==> config.mk <==
export PLATFORM = sky130hd
export DESIGN_NAME = mii_rx_frame_status
export DESIGN_NICKNAME = d
export VERILOG_FILES = /design/src/rtl/mii_rx_pkg.sv /design/src/rtl/mii_rx_seq.sv /design/src/rtl/mii_rx_flag_bank.sv /design/src/rtl/mii_rx_frame_status.sv
export SDC_FILE = /design/constraint.sdc
export NUM_CORES = 1
export LEC_CHECK = 0
export BUFFER_PORTS_ARGS = -buffer_cell sky130_fd_sc_hd__buf_4
export CORE_UTILIZATION = 48
export DETAILED_ROUTE_END_ITERATION = 12
export PLACE_DENSITY = 0.73
export SLEW_MARGIN = 0
export SYNTH_ARGS = -nofsm -noshare
export SYNTH_HDL_FRONTEND = slang
export SYNTH_SLANG_ARGS = --single-unit
==> constraint.sdc <==
create_clock -name clk -period 3.1 [get_ports clk]
set_clock_uncertainty 0.05 [all_clocks]
set_input_delay 0.155 -clock clk [delete_from_list [all_inputs] [get_ports clk]]
set_output_delay 0.155 -clock clk [all_outputs]
set_load 0.1 [all_outputs]
==> src/rtl/mii_rx_pkg.sv <==
package mii_rx_pkg;

    typedef enum logic [1:0] {
        ST_IDLE = 2'd0,
        ST_PRE  = 2'd1,
        ST_DATA = 2'd2
    } rx_state_e;

    localparam int NFLAG    = 9;
    localparam int F_SOF    = 0;
    localparam int F_SFD    = 1;
    localparam int F_EOF    = 2;
    localparam int F_EOE    = 3;
    localparam int F_PREOVF = 4;
    localparam int F_RXERR  = 5;
    localparam int F_ODD    = 6;
    localparam int F_SHORT  = 7;
    localparam int F_LONG   = 8;

    localparam logic [3:0] NIB_PRE   = 4'h5;
    localparam logic [3:0] NIB_DELIM = 4'hD;

endpackage

==> src/rtl/mii_rx_seq.sv <==
module mii_rx_seq
    import mii_rx_pkg::*;
#(
    parameter int PCNT_W = 5,
    parameter int LEN_W  = 11
) (
    input  logic              clk,
    input  logic              rst_n,
    input  logic [3:0]        rxd,
    input  logic              rx_dv,
    input  logic              rx_er,
    input  logic [PCNT_W-1:0] max_pre,
    input  logic [LEN_W-1:0]  min_len,
    input  logic [LEN_W-1:0]  max_len,
    output logic [NFLAG-1:0]  ev
);
    localparam int NIB_W = LEN_W + 1;
    localparam logic [PCNT_W-1:0] PRE_TOP = '1;
    localparam logic [NIB_W-1:0]  NIB_TOP = '1;

    rx_state_e         st, st_nx;
    logic [PCNT_W-1:0] pre_cnt, pre_base, pre_nx;
    logic              last5, last5_nx;
    logic [NIB_W-1:0]  nib_cnt, nib_nx;
    logic [LEN_W-1:0]  byte_cnt;
    logic              in_pre, is5, delim_hit, frame_close, end_any;

    assign is5       = (rxd == NIB_PRE);
    assign in_pre    = rx_dv && (st == ST_IDLE || st == ST_PRE);
    assign delim_hit = rx_dv && (st == ST_PRE) && (rxd == NIB_DELIM) && last5;
    assign frame_close = (st == ST_DATA) && !rx_dv;
    assign end_any   = (st != ST_IDLE) && !rx_dv;
    assign byte_cnt  = nib_cnt[NIB_W-1:1];

    // state register
    always_ff @(posedge clk) begin
        if (!rst_n) st <= ST_IDLE;
        else        st <= st_nx;
    end

    // transitions: frame_open, delim_hit, abort_pre, frame_close
    always_comb begin
        st_nx = st;
        unique case (st)
            ST_IDLE: if (rx_dv)          st_nx = ST_PRE;
            ST_PRE:  if (!rx_dv)         st_nx = ST_IDLE;
                     else if (delim_hit) st_nx = ST_DATA;
            ST_DATA: if (!rx_dv)         st_nx = ST_IDLE;
            default:                     st_nx = ST_IDLE;
        endcase
    end

    // counter next values
    always_comb begin
        pre_base = (st == ST_PRE) ? pre_cnt : '0;
        pre_nx   = pre_base;
        if (in_pre && is5 && pre_base != PRE_TOP) pre_nx = pre_base + PCNT_W'(1);
        last5_nx = in_pre && is5;
        nib_nx   = '0;
        if (st == ST_DATA) begin
            nib_nx = nib_cnt;
            if (rx_dv && nib_cnt != NIB_TOP) nib_nx = nib_cnt + NIB_W'(1);
        end
    end

    always_ff @(posedge clk) begin
        if (!rst_n) begin
            pre_cnt <= '0;
            last5   <= 1'b0;
            nib_cnt <= '0;
        end else begin
            pre_cnt <= pre_nx;
            last5   <= last5_nx;
            nib_cnt <= nib_nx;
        end
    end

    // event outputs
    always_comb begin
        ev           = '0;
        ev[F_SOF]    = (st == ST_IDLE) && rx_dv;
        ev[F_SFD]    = delim_hit;
        ev[F_EOF]    = end_any;
        ev[F_PREOVF] = in_pre && is5 && (pre_nx > max_pre);
        ev[F_RXERR]  = rx_dv && rx_er;
        ev[F_ODD]    = frame_close && nib_cnt[0];
        ev[F_SHORT]  = frame_close && (byte_cnt < min_len);
        ev[F_LONG]   = frame_close && (byte_cnt > max_len);
        ev[F_EOE]    = end_any | ev[F_PREOVF] | ev[F_RXERR] | ev[F_ODD]
                     | ev[F_SHORT] | ev[F_LONG];
    end

endmodule

==> src/rtl/mii_rx_flag_bank.sv <==
module mii_rx_flag_bank #(
    parameter int N = 9
) (
    input  logic         clk,
    input  logic         rst_n,
    input  logic [N-1:0] set_i,
    input  logic [N-1:0] clr_i,
    output logic [N-1:0] flag_o
);
    for (genvar i = 0; i < N; i++) begin : g_flag
        always_ff @(posedge clk) begin
            if (!rst_n)        flag_o[i] <= 1'b0;
            else if (set_i[i]) flag_o[i] <= 1'b1;
            else if (clr_i[i]) flag_o[i] <= 1'b0;
        end
    end
endmodule

==> src/rtl/mii_rx_frame_status.sv <==
module mii_rx_frame_status
    import mii_rx_pkg::*;
#(
    parameter int PCNT_W = 5,
    parameter int LEN_W  = 11
) (
    input  logic              clk,
    input  logic              rst_n,
    input  logic [3:0]        rxd,
    input  logic              rx_dv,
    input  logic              rx_er,
    input  logic [PCNT_W-1:0] max_pre_nibbles,
    input  logic [LEN_W-1:0]  min_frame_bytes,
    input  logic [LEN_W-1:0]  max_frame_bytes,
    input  logic              clr_sof,
    input  logic              clr_sfd,
    input  logic              clr_eof,
    input  logic              clr_err,
    output logic              sof_flag,
    output logic              sfd_flag,
    output logic              eof_flag,
    output logic              eof_or_err_flag,
    output logic              pre_ovf_err,
    output logic              rx_err_flag,
    output logic              odd_nib_err,
    output logic              short_err,
    output logic              long_err
);
    logic [NFLAG-1:0] ev, clr_vec, flags;

    always_comb begin
        clr_vec           = '0;
        clr_vec[F_SOF]    = clr_sof;
        clr_vec[F_SFD]    = clr_sfd;
        clr_vec[F_EOF]    = clr_eof;
        clr_vec[F_EOE]    = clr_eof | clr_err;
        clr_vec[F_PREOVF] = clr_err;
        clr_vec[F_RXERR]  = clr_err;
        clr_vec[F_ODD]    = clr_err;
        clr_vec[F_SHORT]  = clr_err;
        clr_vec[F_LONG]   = clr_err;
    end

    mii_rx_seq #(.PCNT_W(PCNT_W), .LEN_W(LEN_W)) u_seq (
        .clk     (clk),
        .rst_n   (rst_n),
        .rxd     (rxd),
        .rx_dv   (rx_dv),
        .rx_er   (rx_er),
        .max_pre (max_pre_nibbles),
        .min_len (min_frame_bytes),
        .max_len (max_frame_bytes),
        .ev      (ev)
    );

    mii_rx_flag_bank #(.N(NFLAG)) u_flags (
        .clk    (clk),
        .rst_n  (rst_n),
        .set_i  (ev),
        .clr_i  (clr_vec),
        .flag_o (flags)
    );

    assign sof_flag        = flags[F_SOF];
    assign sfd_flag        = flags[F_SFD];
    assign eof_flag        = flags[F_EOF];
    assign eof_or_err_flag = flags[F_EOE];
    assign pre_ovf_err     = flags[F_PREOVF];
    assign rx_err_flag     = flags[F_RXERR];
    assign odd_nib_err     = flags[F_ODD];
    assign short_err       = flags[F_SHORT];
    assign long_err        = flags[F_LONG];

endmodule

After elaboration in Yosys (flattened, before gate mapping)
Cells that the tools add are included.
{"block": "totals", "reg_bits": 29, "inputBits": 39, "output_inout_bits": 9, "word_cells": 84}
{"block": "classes", "addsub": 2, "order_cmp": 3, "n_eq_ne": 9, "mux": 21, "bitwise_logic": 6, "n_reduce_logical": 30}
{"op": "nonzero test 2 bit", "n": 10}
{"op": "logical AND 1 bit", "n": 15}
{"op": "2-to-1 mux 1 bit", "n": 14}
{"op": "adder 12 x 1 -> 12 bit (second input constant)", "n": 1}
{"op": "inequality test 12 bit (second input constant)", "n": 1}
{"op": "greater-than comparator 11 bit", "n": 1}
{"op": "less-than comparator 11 bit", "n": 1}
{"op": "2-to-1 mux 5 bit", "n": 2}
{"op": "2-to-1 mux 2 bit", "n": 4}
{"op": "bitwise OR 1 bit", "n": 6}
{"op": "case mux 2 bit (3 select lines)", "n": 1}
{"op": "adder 5 x 1 -> 5 bit (second input constant)", "n": 1}
{"op": "greater-than comparator 5 bit", "n": 1}
{"op": "inequality test 5 bit (second input constant)", "n": 1}
{"op": "equality test 4 x 3 -> 1 bit (second input constant)", "n": 1}
{"op": "equality test 4 bit (second input constant)", "n": 1}
{"op": "inequality test 2 bit (second input constant)", "n": 2}
{"op": "inequality test 3 x 2 -> 1 bit (second input constant)", "n": 1}
{"op": "AND reduction 3 bit", "n": 1}
{"op": "equality test 2 x 1 -> 1 bit (second input constant)", "n": 1}
{"op": "equality test 2 bit (second input constant)", "n": 1}
{"op": "logical NOT 2 bit", "n": 1}
{"op": "AND reduction 2 bit", "n": 1}
{"op": "logical NOT 1 bit", "n": 1}
{"op": "logical OR 1 bit", "n": 1}

Depth between registers and ports, before layout
{"block": "depth", "depth_word": 14, "mapped_depth": 15, "ltp_nobuf": 15}

By module
From an unflattened synthesis, not the netlist that was laid out.
{"block": "unflattened", "hier_cells": 239, "hier_area_um2": 2140.8}
{"module": "mii_rx_seq", "instances": 1, "cells_each": 210, "area_per_inst_um2": 1751.7, "seq_area_each_um2": 400.4}
{"module": "mii_rx_flag_bank", "instances": 1, "cells_each": 28, "area_per_inst_um2": 382.9, "seq_area_each_um2": 180.2}
{"module": "mii_rx_frame_status", "instances": 1, "cells_each": 1, "area_per_inst_um2": 6.3, "seq_area_each_um2": 0.0}

Worst setup path before layout
No wires, ideal clock.
{"block": "synth_timing", "path_kind": "register to register", "start": "register u_seq.st[1]", "end": "register u_flags.flag_o[4]", "setup_ps": 115, "arrival_ps": 2886, "required_ps": 2935, "slack_ps": 49, "stages_incl_launch_ff": 15, "path_buffers": 0, "synth_period_minus_slack_ps": 3051, "cell_sequence": "dfxtp_1 -> and2b_1 -> and2_1 -> ha_1 -> nand2_1 -> nor2_1 -> ha_1 -> nor4_4 -> mux2_2 -> ha_1 -> a21o_1 -> a21o_1 -> a211oi_1 -> nor3b_1 -> a21o_1"}
{"block": "synth_via", "elab_chain_len": 9, "word_cells_on_any_way": 14, "classes_between": "add/sub (1); order compare (1); eq/ne (2); mux (3); reduce/logical (7)"}
{"item": "start: declaration", "line_no": "mii_rx_seq.sv:21", "source": "rx_state_e st, st_nx;"}
{"item": "start signal: assignment", "line_no": "mii_rx_seq.sv:38", "source": "else st <= st_nx;"}
{"item": "parallel branches: the longest is 5 deep, another holds adder 5 x 1 -> 5 bit"}
{"item": "2-to-1 mux 5 bit *", "line_no": "mii_rx_seq.sv:57", "source": "if (in_pre && is5 && pre_base != PRE_TOP) pre_nx = pre_base + PCNT_W'(1);"}
{"item": "named net u_seq.pre_nx[1]", "line_no": "mii_rx_seq.sv:22", "source": "logic [PCNT_W-1:0] pre_cnt, pre_base, pre_nx;"}
{"item": "greater-than comparator 5 bit *", "line_no": "mii_rx_seq.sv:84", "source": "ev[F_PREOVF] = in_pre && is5 && (pre_nx > max_pre);"}
{"item": "logical AND 1 bit *", "line_no": "mii_rx_seq.sv:84"}
{"item": "2-to-1 mux 1 bit / nonzero test 2 bit (equally long branches)"}
{"item": "end signal: indexed assignment", "line_no": "mii_rx_flag_bank.sv:12", "source": "if (!rst_n) flag_o[i] <= 1'b0;"}
{"item": "end signal: indexed assignment", "line_no": "mii_rx_flag_bank.sv:13", "source": "else if (set_i[i]) flag_o[i] <= 1'b1;"}
{"item": "end signal: indexed assignment", "line_no": "mii_rx_flag_bank.sv:14", "source": "else if (clr_i[i]) flag_o[i] <= 1'b0;"}
{"item": "end: declaration", "line_no": "mii_rx_flag_bank.sv:8", "source": "output logic [N-1:0] flag_o"}
Mark *: on every way through the listed nets, which the timed path passes.
A chain may end at the register's enable or synchronous reset.

Worst setup path after layout
Ends and elaborated chain as after synthesis.

==> metrics.cfg <==
[synth]
synth-seq-area-share_pct = 29.6
synth_ff_type = dfxtp_1
yosysTopAreaCellShare_pct = 29.6
synth_area_per_cell_sq_um = 8.46
yosysWarnings = 0
synth_commonest_cells = inv_1, dfxtp_1, ha_1, nor2_1, nand2_1
synth-edff-count = 0
yosys-top-cells-area = dfxtp_1, ha_1, inv_1
synth_cell_type_count = 43
synth-seq-cells = 29
yosys.area.top_type = dfxtp_1
synth_nets = 300
syn_inst = 232
synthesis.area_sq_mm = 0.00196
async_flop_share_pct = 0
synthMostInstantiatedCell = inv_1

[timing]
setup_ws_ns = -0.0108
hold_ws_ns = 0.0518
finalSetupViolCount = 1
finalCritPeriodShare_pct = 100
finalHoldViolations = 0
fmax_mhz = 321
slew_viol_final = 0
period_needed_ns = 3.11
maxSlewHeadroom_pct = 57.7
rsz0062_at_grt = yes
tightest_slew_ns = 0.619

[floorplanning]
start_util_pct = 51.6
num_io_pins = 48
std_cell_rows = 22
core_region_area_sq_mm = 0.00380
dieArea_sq_mm = 0.00435
die_x_um = 65.9
die_h_um = 65.9

[routing]
dr_wl_met2_mm = 2.13
routed_wl_mm = 4.28
num_vias = 1735
wl_met1_mm = 1.90
wl_per_cell_um = 12.6
viasPerCell = 5.13
drcViolationCount = 0
ant_nets = 0
top_layer = met4
first_pass_iters = 4
drtIter0Drc = 67
dr_wl_met3_um = 186

[global_routing]
grt_pass1_vias = 1568
antenna_found_initial = 0
grt_pass1_wl_mm = 6.77
overflow = 0
grt_max_degree = 15
track_usage_pct = 20.8

[cts]
clockRootBuffer = clkbuf_8
cts.sinks = 29
htreeDepth = 2
clockBufferDepth = 2
cts_made_buffers = 5
clock_latency_ns = 0.28
path_clk_slew_ns = 0.07
cts_tree = built

[hold_path]
holdCritStartpoint = rxd[3]
whs_path_depth = 2
hold_path_class = input port to register
hold_end = u_seq.last5

[worst_setup_path]
reg2regPathDepth = 16
endpoint_kind = register
r2r_setup_slack_ns = -0.01
worstReg2RegStart = u_seq.st[1]
arrival_ns = 3.24
required_ns = 3.23
critPathKind = register to register
crit_path_start_kind = register
worstPathMaxFanout = 6
r2r_end = u_flags.flag_o[4]

[placement]
port_buffers = 47
gp_congestion = 0.776
dp.final_hpwl_mm = 3.23
preCtsSetupSlack_ns = -0.0961

[layout]
final_util_pct = 68.2
nNetsFinal = 357
area_growth_pct = 32.0
antennaDiodeCount = 0
fill_cells = 334
drive_gt1_share_pct = 29.0

[pwr]
power.leakage_nw = 1.27
finalPower_uw = 908
vdd_drop_max_uv = 203
power_density_mw_per_mm2 = 351

[outcome]
violations = negative setup slack
outcome = finished with violations

[job]
drv_cap = 0

==> worst max path at each step <==
stage / start / end
global placement: u_seq.st[1] / u_flags.flag_o[3]
global route: u_seq.st[1] / u_flags.flag_o[4]
detailed placement: u_seq.st[1] / u_flags.flag_o[4]
floorplan: u_seq.st[1] / u_flags.flag_o[4]
CTS: u_seq.st[1] / u_flags.flag_o[4]
finish: u_seq.st[1] / u_flags.flag_o[4]
==> repair_timing <==
action                     4_1_cts  5_1_grt
cloned                           0        0
setup buffers                    1        1
setup endpoints to repair        2        2
hold buffers                     0        0
pin swaps                        8        9
resized for setup               11        5
==> state kept, by name, indices dropped and copies added (netlist names) <==
name	flops
u_seq.last5	1
u_flags.flag_o	9
u_seq.pre_cnt	5
u_seq.nib_cnt	12
u_seq.st	2
==> through the flow <==
step           std cells  TNS [ns]  cell area, sq um
3_3_place_gp         328   -0.0412              2390
3_5_place_dp         328    -0.184              2390
4_1_cts              337         0              2560
6_report             338   -0.0108              2590
5_1_grt              338    -0.328              2590
2_1_floorplan        232         0              1960
==> worst max-delay path, cell delays in order (launching register included) <==
cell,delay [ns]
dfxtp_2,0.32
and2b_2,0.24
and2_4,0.17
ha_4,0.16
nand2_2,0.07
nor2_2,0.04
ha_2,0.18
nor4_4,0.28
buf_6,0.18
nand2_4,0.06
xor2_2,0.15
ha_1,0.29
a21o_1,0.16
a21o_1,0.19
a211oi_2,0.23
nor3b_2,0.08
a21o_1,0.16
==> per-layer routing <==
layer | track usage [%] | vias up
met1 | 25.1 | 785
met2 | 35.1 | 37
met3 | 4.83 | 6
met5 | 0 | -
met4 | 8.78 | 0
li1 | - | 907
==> cells by family (layout without fill, tap and decap cells) <==
kind of cell | after synthesis | after routing | share of synthesized area, %
fa+ha+maj | 29 | 29 | 18.5
flops | 29 | 29 | 29.6
xor+xnor | 11 | 11 | 4.91
buf+inv | 35 | 93 | 6.82
mux | 3 | 3 | 1.66
simple gates | 86 | 86 | 24.8
compound gates | 39 | 39 | 13.7
==> layout by cell type, fill, tap and decap left out, drive strengths merged, types with 3 or more instances in the layout <==
cell / netlist / layout
nand3: 11 / 11
nor2b: 3 / 3
nor4: 3 / 3
a21o: 8 / 8
dfxtp: 29 / 29
nor2: 23 / 23
clkbuf: 2 / 6
a211oi: 4 / 4
a21oi: 9 / 9
inv: 31 / 31
xnor2: 5 / 5
nand2: 13 / 13
nand4: 6 / 6
a21boi: 4 / 4
nand2b: 6 / 6
buf: 2 / 54
o21ai: 4 / 4
xor2: 6 / 6
and2: 8 / 8
nor3: 3 / 3
ha: 29 / 29
==> power by group <==
part / switching [mW] / internal, mW
logic: 0.0607 / 0.0559
clock network: 0.152 / 0.261
registers: 0.00202 / 0.377
==> area by class of cell <==
class | instances | area, sq um | share of cell area (%)
Multi-Input combinational cell | 168 | 1300 | 50.3
Sequential cell | 29 | 582 | 22.5
Timing Repair Buffer | 54 | 409 | 15.8
Inverter | 31 | 116 | 4.49
Clock buffer | 6 | 82.6 | 3.19
Tap cell | 48 | 60.1 | 2.32
Clock inverter | 2 | 37.5 | 1.45
Power figures use the tool's default switching activity.
